$ cat src/rtl/gpio_pkg.sv
package gpio_pkg;
  localparam int BUS_AW = 8;

  localparam logic [BUS_AW-1:0] ADDR_PP_DIR  = 8'h02;
  localparam logic [BUS_AW-1:0] ADDR_PP_DATA = 8'h03;
  localparam logic [BUS_AW-1:0] ADDR_OD_DATA = 8'h04;
  localparam logic [BUS_AW-1:0] ADDR_CTRL    = 8'h29;

  typedef enum logic [2:0] {
    SEL_NONE,
    SEL_PP_DIR,
    SEL_PP_DATA,
    SEL_OD_DATA,
    SEL_CTRL
  } reg_sel_e;
endpackage

$ cat src/rtl/gpio_sync.sv
module gpio_sync #(
  parameter int              W       = 8,
  parameter int              STAGES  = 2,
  parameter logic [W-1:0]    RST_VAL = '1
) (
  input  logic         clk,
  input  logic         rst_n,
  input  logic [W-1:0] d,
  output logic [W-1:0] q
);
  logic [W-1:0] stg_q [STAGES];
  logic [W-1:0] stg_d [STAGES];

  always_comb begin
    stg_d[0] = d;
    for (int s = 1; s < STAGES; s++) stg_d[s] = stg_q[s-1];
  end

  always_ff @(posedge clk or negedge rst_n) begin
    if (!rst_n) begin
      for (int s = 0; s < STAGES; s++) stg_q[s] <= RST_VAL;
    end else begin
      for (int s = 0; s < STAGES; s++) stg_q[s] <= stg_d[s];
    end
  end

  assign q = stg_q[STAGES-1];

  // cycles since reset, saturating, used only to guard the latency check
  logic [1:0] age_q;
  always_ff @(posedge clk or negedge rst_n) begin
    if (!rst_n)              age_q <= 2'd0;
    else if (age_q != 2'd2)  age_q <= age_q + 2'd1;
  end

  generate
    if (STAGES == 2) begin : g_chk2
      assert_sync_delay_R5: assert property (@(posedge clk) disable iff (!rst_n)
        (age_q == 2'd2) |-> (q == $past(d, 2)));
    end
  endgenerate
endmodule

$ cat src/rtl/gpio_pp_port.sv
module gpio_pp_port #(
  parameter int W = 8
) (
  input  logic         clk,
  input  logic         rst_n,
  input  logic         we_dir,
  input  logic         we_data,
  input  logic [W-1:0] wdata,
  input  logic [W-1:0] pad_in,
  output logic [W-1:0] pad_out,
  output logic [W-1:0] pad_oe,
  output logic [W-1:0] pad_pu,
  output logic [W-1:0] rd_data
);
  logic [W-1:0] dir_q, dir_d;
  logic [W-1:0] dat_q, dat_d;
  logic [W-1:0] in_sync;

  gpio_sync #(.W(W), .STAGES(2), .RST_VAL({W{1'b1}})) i_sync (
    .clk  (clk),
    .rst_n(rst_n),
    .d    (pad_in),
    .q    (in_sync)
  );

  always_comb begin
    dir_d = dir_q;
    dat_d = dat_q;
    if (we_dir)  dir_d = wdata;
    if (we_data) dat_d = wdata;
  end

  always_ff @(posedge clk or negedge rst_n) begin
    if (!rst_n) begin
      dir_q <= '1;
      dat_q <= '1;
    end else begin
      dir_q <= dir_d;
      dat_q <= dat_d;
    end
  end

  assign pad_oe  = ~dir_q;
  assign pad_pu  = dir_q;
  assign pad_out = dat_q;

  generate
    for (genvar i = 0; i < W; i++) begin : g_rd
      assign rd_data[i] = dir_q[i] ? in_sync[i] : dat_q[i];
    end
  endgenerate

  assert_dir_write_R2: assert property (@(posedge clk) disable iff (!rst_n)
    we_dir |=> (pad_oe == ~$past(wdata)));

  assert_drive_latch_R3: assert property (@(posedge clk) disable iff (!rst_n)
    we_data |=> (pad_out == $past(wdata)));

  assert_readback_out_R4: assert property (@(posedge clk) disable iff (!rst_n)
    ((rd_data ^ pad_out) & pad_oe) == '0);

  assert_hold_R11: assert property (@(posedge clk) disable iff (!rst_n)
    (!we_dir && !we_data) |=> ($stable(pad_oe) && $stable(pad_out)));
endmodule

$ cat src/rtl/gpio_od_port.sv
module gpio_od_port #(
  parameter int W = 2
) (
  input  logic         clk,
  input  logic         rst_n,
  input  logic         we_data,
  input  logic         we_ctl,
  input  logic [W-1:0] wdata,
  input  logic         ctl_wbit,
  input  logic [W-1:0] alt_drive_low,
  input  logic [W-1:0] pad_in,
  output logic [W-1:0] pad_oe,
  output logic [W-1:0] alt_in,
  output logic [W-1:0] rd_data,
  output logic         alt_en_n
);
  logic [W-1:0] lat_q, lat_d;
  logic         en_n_q, en_n_d;
  logic [W-1:0] in_sync;

  gpio_sync #(.W(W), .STAGES(2), .RST_VAL({W{1'b1}})) i_sync (
    .clk  (clk),
    .rst_n(rst_n),
    .d    (pad_in),
    .q    (in_sync)
  );

  always_comb begin
    lat_d  = lat_q;
    en_n_d = en_n_q;
    if (we_data) lat_d  = wdata;
    if (we_ctl)  en_n_d = ctl_wbit;
  end

  always_ff @(posedge clk or negedge rst_n) begin
    if (!rst_n) begin
      lat_q  <= '1;
      en_n_q <= 1'b1;
    end else begin
      lat_q  <= lat_d;
      en_n_q <= en_n_d;
    end
  end

  generate
    for (genvar i = 0; i < W; i++) begin : g_pad
      assign pad_oe[i] = en_n_q ? ~lat_q[i] : alt_drive_low[i];
    end
  endgenerate

  assign alt_en_n = en_n_q;
  assign alt_in   = in_sync;
  assign rd_data  = in_sync;

  assert_od_write_R6: assert property (@(posedge clk) disable iff (!rst_n)
    (we_data && alt_en_n && !we_ctl) |=> (pad_oe == ~$past(wdata)));

  assert_alt_select_R8: assert property (@(posedge clk) disable iff (!rst_n)
    (we_ctl && !ctl_wbit) |=> (pad_oe == alt_drive_low));

  assert_gpio_select_R8: assert property (@(posedge clk) disable iff (!rst_n)
    (we_ctl && ctl_wbit && !we_data) |=> (pad_oe == ~$past(lat_q)));

  assert_hold_R11: assert property (@(posedge clk) disable iff (!rst_n)
    (!we_data && !we_ctl) |=> ($stable(lat_q) && $stable(alt_en_n)));
endmodule

$ cat src/rtl/gpio_port_ctrl.sv
module gpio_port_ctrl
  import gpio_pkg::*;
#(
  parameter int DATA_W = 8,
  parameter int OD_W   = 2
) (
  input  logic              clk,
  input  logic              rst_n,
  input  logic [BUS_AW-1:0] bus_addr,
  input  logic [DATA_W-1:0] bus_wdata,
  input  logic              bus_we,
  output logic [DATA_W-1:0] bus_rdata,
  input  logic [DATA_W-1:0] pa_in,
  output logic [DATA_W-1:0] pa_out,
  output logic [DATA_W-1:0] pa_oe,
  output logic [DATA_W-1:0] pa_pu,
  input  logic [OD_W-1:0]   pb_in,
  output logic [OD_W-1:0]   pb_out,
  output logic [OD_W-1:0]   pb_oe,
  input  logic              i2c_sda_drive_low,
  input  logic              i2c_scl_drive_low,
  output logic              i2c_sda_in,
  output logic              i2c_scl_in
);
  localparam int PAD_HI = DATA_W - OD_W;
  localparam int CTL_HI = DATA_W - 1;

  reg_sel_e          sel;
  logic [DATA_W-1:0] pp_rd;
  logic [OD_W-1:0]   od_rd;
  logic [OD_W-1:0]   od_alt_in;
  logic              alt_en_n;

  always_comb begin
    case (bus_addr)
      ADDR_PP_DIR:  sel = SEL_PP_DIR;
      ADDR_PP_DATA: sel = SEL_PP_DATA;
      ADDR_OD_DATA: sel = SEL_OD_DATA;
      ADDR_CTRL:    sel = SEL_CTRL;
      default:      sel = SEL_NONE;
    endcase
  end

  gpio_pp_port #(.W(DATA_W)) i_pp (
    .clk    (clk),
    .rst_n  (rst_n),
    .we_dir (bus_we && (sel == SEL_PP_DIR)),
    .we_data(bus_we && (sel == SEL_PP_DATA)),
    .wdata  (bus_wdata),
    .pad_in (pa_in),
    .pad_out(pa_out),
    .pad_oe (pa_oe),
    .pad_pu (pa_pu),
    .rd_data(pp_rd)
  );

  gpio_od_port #(.W(OD_W)) i_od (
    .clk          (clk),
    .rst_n        (rst_n),
    .we_data      (bus_we && (sel == SEL_OD_DATA)),
    .we_ctl       (bus_we && (sel == SEL_CTRL)),
    .wdata        (bus_wdata[OD_W-1:0]),
    .ctl_wbit     (bus_wdata[CTL_HI]),
    .alt_drive_low({i2c_scl_drive_low, i2c_sda_drive_low}),
    .pad_in       (pb_in),
    .pad_oe       (pb_oe),
    .alt_in       (od_alt_in),
    .rd_data      (od_rd),
    .alt_en_n     (alt_en_n)
  );

  assign pb_out     = '0;
  assign i2c_sda_in = od_alt_in[0];
  assign i2c_scl_in = od_alt_in[1];

  always_comb begin
    case (sel)
      SEL_PP_DATA: bus_rdata = pp_rd;
      SEL_OD_DATA: bus_rdata = {{PAD_HI{1'b1}}, od_rd};
      SEL_CTRL:    bus_rdata = {alt_en_n, {CTL_HI{1'b1}}};
      default:     bus_rdata = '1;
    endcase
  end

  always @(posedge clk) begin
    if (!rst_n) begin
      assert_reset_state_R1: assert (pa_oe == '0 && pa_pu == '1 && pb_oe == '0);
    end
  end

  assert_unmapped_R10: assert property (@(posedge clk) disable iff (!rst_n)
    (bus_addr != ADDR_PP_DATA && bus_addr != ADDR_OD_DATA && bus_addr != ADDR_CTRL)
      |-> (bus_rdata == '1));

  assert_i2c_route_R9: assert property (@(posedge clk) disable iff (!rst_n)
    (bus_addr == ADDR_OD_DATA) |-> (bus_rdata[OD_W-1:0] == {i2c_scl_in, i2c_sda_in}));
endmodule

$ cat config.mk
export PLATFORM = sky130hd
export DESIGN_NAME = gpio_port_ctrl
export DESIGN_NICKNAME = d
export VERILOG_FILES = /design/src/rtl/gpio_pkg.sv /design/src/rtl/gpio_sync.sv /design/src/rtl/gpio_pp_port.sv /design/src/rtl/gpio_od_port.sv /design/src/rtl/gpio_port_ctrl.sv
export SDC_FILE = /design/constraint.sdc
export NUM_CORES = 1
export LEC_CHECK = 0
export ABC_AREA = 1
export BUFFER_PORTS_ARGS = -buffer_cell sky130_fd_sc_hd__buf_4
export CORE_MARGIN = 2
export CORE_UTILIZATION = 47
export CTS_CLUSTER_SIZE = 28
export DETAILED_ROUTE_END_ITERATION = 12
export PLACE_DENSITY_LB_ADDON = 0.05
export SLEW_MARGIN = 0
export SYNTH_ARGS = -nofsm -noshare
export SYNTH_HDL_FRONTEND = slang
export SYNTH_HIERARCHICAL = 1
export SYNTH_SLANG_ARGS = --single-unit
$ cat constraint.sdc
create_clock -name clk -period 1.08 [get_ports clk]
set_clock_uncertainty 0.05 [all_clocks]
set_input_delay 0.054 -clock clk [delete_from_list [all_inputs] [get_ports clk]]
set_output_delay 0.054 -clock clk [all_outputs]
set_load 0.1 [all_outputs]
==> reports/results.ini, run 1 <==
[die]
rows=21
io_pins=69
initial_utilization_pct=49.9
die_x_um=64.0
chipHeight_um=64.0

[placement]
dp_hpwl_mm=2.96
gp_congestion=0.753
io_buffers=66
dp_cells=337
dp_slack_ns=-0.276

[clocking]
cts_hold_buffers=19
ctsResizeCount=133
clockBufferDepth=2
htreeDepth=2
cts_root_buf=clkbuf_4
post_cts_buffers=13
numCtsBuffers=5
cts.sinks=39

[logic_synthesis]
syn_area_um2=1690
synthMuxAreaShare_pct=0
ys_seq_elements=39
ys_warn_count=6
synth_cell_types=16
yosysSeqAreaShare_pct=60.5
synth_top_family_by_area=simple AND/OR/NAND/NOR gates
syn_avg_cell_area_um2=8.64
synth_fa_ha_area_share_pct=0
synth-xor-area-share_pct=0
syn_inst=196
synth_simple_gate_area_share_pct=30.8
synth_compound_area_share_pct=0

[outcome]
status=stopped before the end
first-error=[ERROR DPL-0038] Utilization greater than 100%, impossible to legalize
lastStage=clock tree synthesis

[stage by stage]
stage | util [%] | area, µm²
after floorplan | - | 1840
after global placement | 77.2 | 2620
after detailed placement | 77.2 | 2620
[cells by family after synthesis]
family / Yosys count
DFF: 39
and+or+nand+nor: 126
buffers and inverters: 30
other: 1
[cells in the mapped netlist]
master / n / share of area (%)
or2_1: 5 / 1.8
buf_4: 4 / 1.8
nand3_1: 1 / 0.30
inv_2: 3 / 0.67
nor2_4: 1 / 0.67
nand4_4: 1 / 1.3
nand2_1: 97 / 22
nor2_1: 16 / 3.5
nor4_1: 1 / 0.37
nor2_2: 1 / 0.37
dfstp_2: 39 / 61
nor3_1: 2 / 0.59
conb_1: 1 / 0.22
buf_6: 2 / 1.3
nand2_2: 1 / 0.37
inv_1: 21 / 4.7
==> run 2: changes to the inputs <==
--- a/config.mk
+++ b/config.mk
@@ -8,10 +8,9 @@
 export ABC_AREA = 1
 export BUFFER_PORTS_ARGS = -buffer_cell sky130_fd_sc_hd__buf_4
 export CORE_MARGIN = 2
-export CORE_UTILIZATION = 47
-export CTS_CLUSTER_SIZE = 28
+export CORE_UTILIZATION = 40
 export DETAILED_ROUTE_END_ITERATION = 12
-export PLACE_DENSITY_LB_ADDON = 0.05
+export PLACE_DENSITY_LB_ADDON = 0.15
 export SLEW_MARGIN = 0
 export SYNTH_ARGS = -nofsm -noshare
 export SYNTH_HDL_FRONTEND = slang
==> run 2 against run 1 <==
The flow now finishes, with violations (negative hold slack, negative setup slack). Synthesized area unchanged. Synthesized cell count unchanged.
==> reports/results.ini, run 2 <==
[outcome]
status=complete, but fails checks  ; was stopped before the end
violations=negative hold slack, negative setup slack

[worst_setup_path]
crit_type=reg -> out
critPathCaptureType=output port
critPathRequiredTime_ns=0.98
crit_top_cell=nand2_1
critical_path.max_stage_delay_ns=0.64
crit_slowest_cell=dfstp_4
path_max_fanout=2
r2r_start=i_pp/pad_out[1]
startpoint_type=flop
critPathLaunch=i_pp/pad_pu[3]
worstPathArrival_ns=1.58
path_cells=clkinvlp_4 -> nand2_1 -> nand2_1 -> or2_4 -> buf_12
r2r_cells=5

[global_route]
track_usage_pct=21.4
grt_pass1_wl_mm=8.02
antenna_found_initial=0
grt_max_degree=40
overflow=0
grt_pass1_vias=1793

[placement]
dp_hpwl_mm=2.94  ; was 2.96 mm
io_buffers=66  ; unchanged
dp_cells=338  ; was 337
gp_congestion=0.789  ; was 0.753
place_area_um2=2590  ; was 2620 µm²
dp_slack_ns=-0.279  ; was -0.276 ns

[logic_synthesis]
synth_cell_types=16  ; unchanged
syn_avg_cell_area_um2=8.64  ; unchanged
synth_top_area_share_pct=60.5  ; unchanged
synthMostInstantiatedCell=nand2_1  ; unchanged
syn_area_um2=1690  ; unchanged
yosysSeqAreaShare_pct=60.5  ; unchanged
synthTopCellsByCount=nand2_1, dfstp_2, inv_1, nor2_1, or2_1  ; unchanged
ys_dominant_reg_cell=dfstp_2  ; unchanged
syn_inst=196  ; unchanged
async_reset_ff_share_pct=100  ; unchanged
synth_edf_count=0  ; unchanged
synth.area.top_cells=dfstp_2, nand2_1, inv_1  ; unchanged
ys_warn_count=6  ; unchanged
yosysTopAreaCell=dfstp_2  ; unchanged
ys_seq_elements=39  ; unchanged

[run]
max_cap_violations=0

[timing]
layout_min_cycle_time_ns=1.69
fmax_mhz=593
hold_viol_final=37
fin_crit_sh_pct=156
whs_ns=-0.0174
layout_setup_ws_ns=-0.606
setup_viol=38
finalMaxSlewViolations=0
rsz0062_at_grt=yes

[layout]
drive_above_1_share_pct=60.8
fillers=193
layout.cells.most_common_list=nand2_1, buf_4, buf_12
fin_cells=379
fin_util_pct=88.2
final_area_um2=3550
antenna_cells=0
layout_commonest_cell=nand2_1
syn_to_final_growth_pct=110
nets=359

[die]
coreArea_um2=4030
dieArea_um2=4770
die_x_um=69.1  ; was 64.0 µm
io_pins=69  ; unchanged
initial_utilization_pct=42.0  ; was 49.9%
chipHeight_um=69.1  ; was 64.0 µm
rows=23  ; was 21

[routing]
routed_via_density=4.59
ant_nets=0
vias=1739
wire_per_inst_um=13.7
drt_iter0_markers=42
remaining_drc_errors=0
dr.pass1.iters=5
drt_wl_total_mm=5.19

[clocking]
cts_root_buf=clkbuf_8  ; was clkbuf_4
clock_latency_ns=0.29
htreeDepth=2  ; unchanged
numCtsBuffers=5  ; unchanged
cts.sinks=39  ; unchanged
clk_pin_slew_ns=0.08
clockBufferDepth=2  ; unchanged
cts_tree=yes

[pwr]
p_seq_share_pct=44.7
swShare_pct=32.1
intPower_mw=2.51
p_clk_share_pct=25.4
p_comb_share_pct=29.8
power_density_nw_per_um2=1040
power_leakage_nw=1.68
vdd_drop_max_v=0.00106
netSwitchingPower_mw=1.18

[hold_path]
hold_path.class=in -> async

## run 2: cell counts after synthesis
No cell type changed its count.
## run 2: power groups by stage
stage               logic (mW)  clock network (mW)  registers (mW)
floorplan                0.298                   0            1.91
global placement         0.790                   0            1.66
detailed placement       0.797                   0            1.66
CTS                       1.04               0.990            1.65
global route              1.15                1.03            1.66
finish                    1.10               0.940            1.65
## run 2: path summary, 6_finish.rpt
check	slack, ns	end
min in group clk	0.08	i_od/alt_en_n
hold reg to reg	0.30	i_pp/i_sync/q[0]
hold / removal	-0.02	i_pp/i_sync/q[6]
max in group asynchronous	0.96	i_od/i_sync/stg_d[1]
setup reg to reg	-0.04	i_pp/pad_out[1]
setup / recovery	-0.61	bus_rdata[3]
## run 2: logic make-up after synthesis
group | count (synthesis) | share of synthesized area (%)
simple gates | 126 | 30.8
flops | 39 | 60.5
buf+inv | 30 | 8.43
other cells | 1 | 0.222
## run 2: through the flow
step,total power [mW],TNS [ns]
final,3.69,-11.20
after global routing,3.84,-12.65
after CTS,3.68,-10.84
after detailed placement,2.46,-6.26
after global placement,2.45,-6.00
after floorplan,2.20,-9.44
## run 2: routing by layer
layer  global-route usage, %  wire (µm)  vias up
met5                       0          0        -
met3                    4.53        221       17
met4                    9.80        142        0
met1                    24.0       1920      839
met2                    38.6       2900       52
li1                        -          -      831
## run 2: cell type report
cell class / count / area (µm²) / area share, %
clock buffers: 6 / 72.6 / 2.04
clock inverters: 2 / 12.5 / 0.352
inverters: 24 / 120 / 3.38
multi-input cells: 128 / 636 / 17.9
flip-flops and latches: 39 / 1080 / 30.5
well taps: 50 / 62.6 / 1.76
repair buffers: 130 / 1570 / 44.0
## run 2: worst max-delay path, delay by kind of cell, from the launching register on
kind	cells	cell delay [ns]
flip-flops	1	0.64
buffers and inverters	2	0.25
AND/OR/NAND/NOR	3	0.39
## run 2: timing repair
action | 4_1_cts | 5_1_grt
resized for setup | 127 | 27
pin swaps | 4 | 6
hold buffers | 18 | 0
endpoints found under the setup margin | 36 | 46
endpoints found under the hold margin | 29 | 0
setup buffers | 18 | 16
Power figures use the tool's default switching activity.
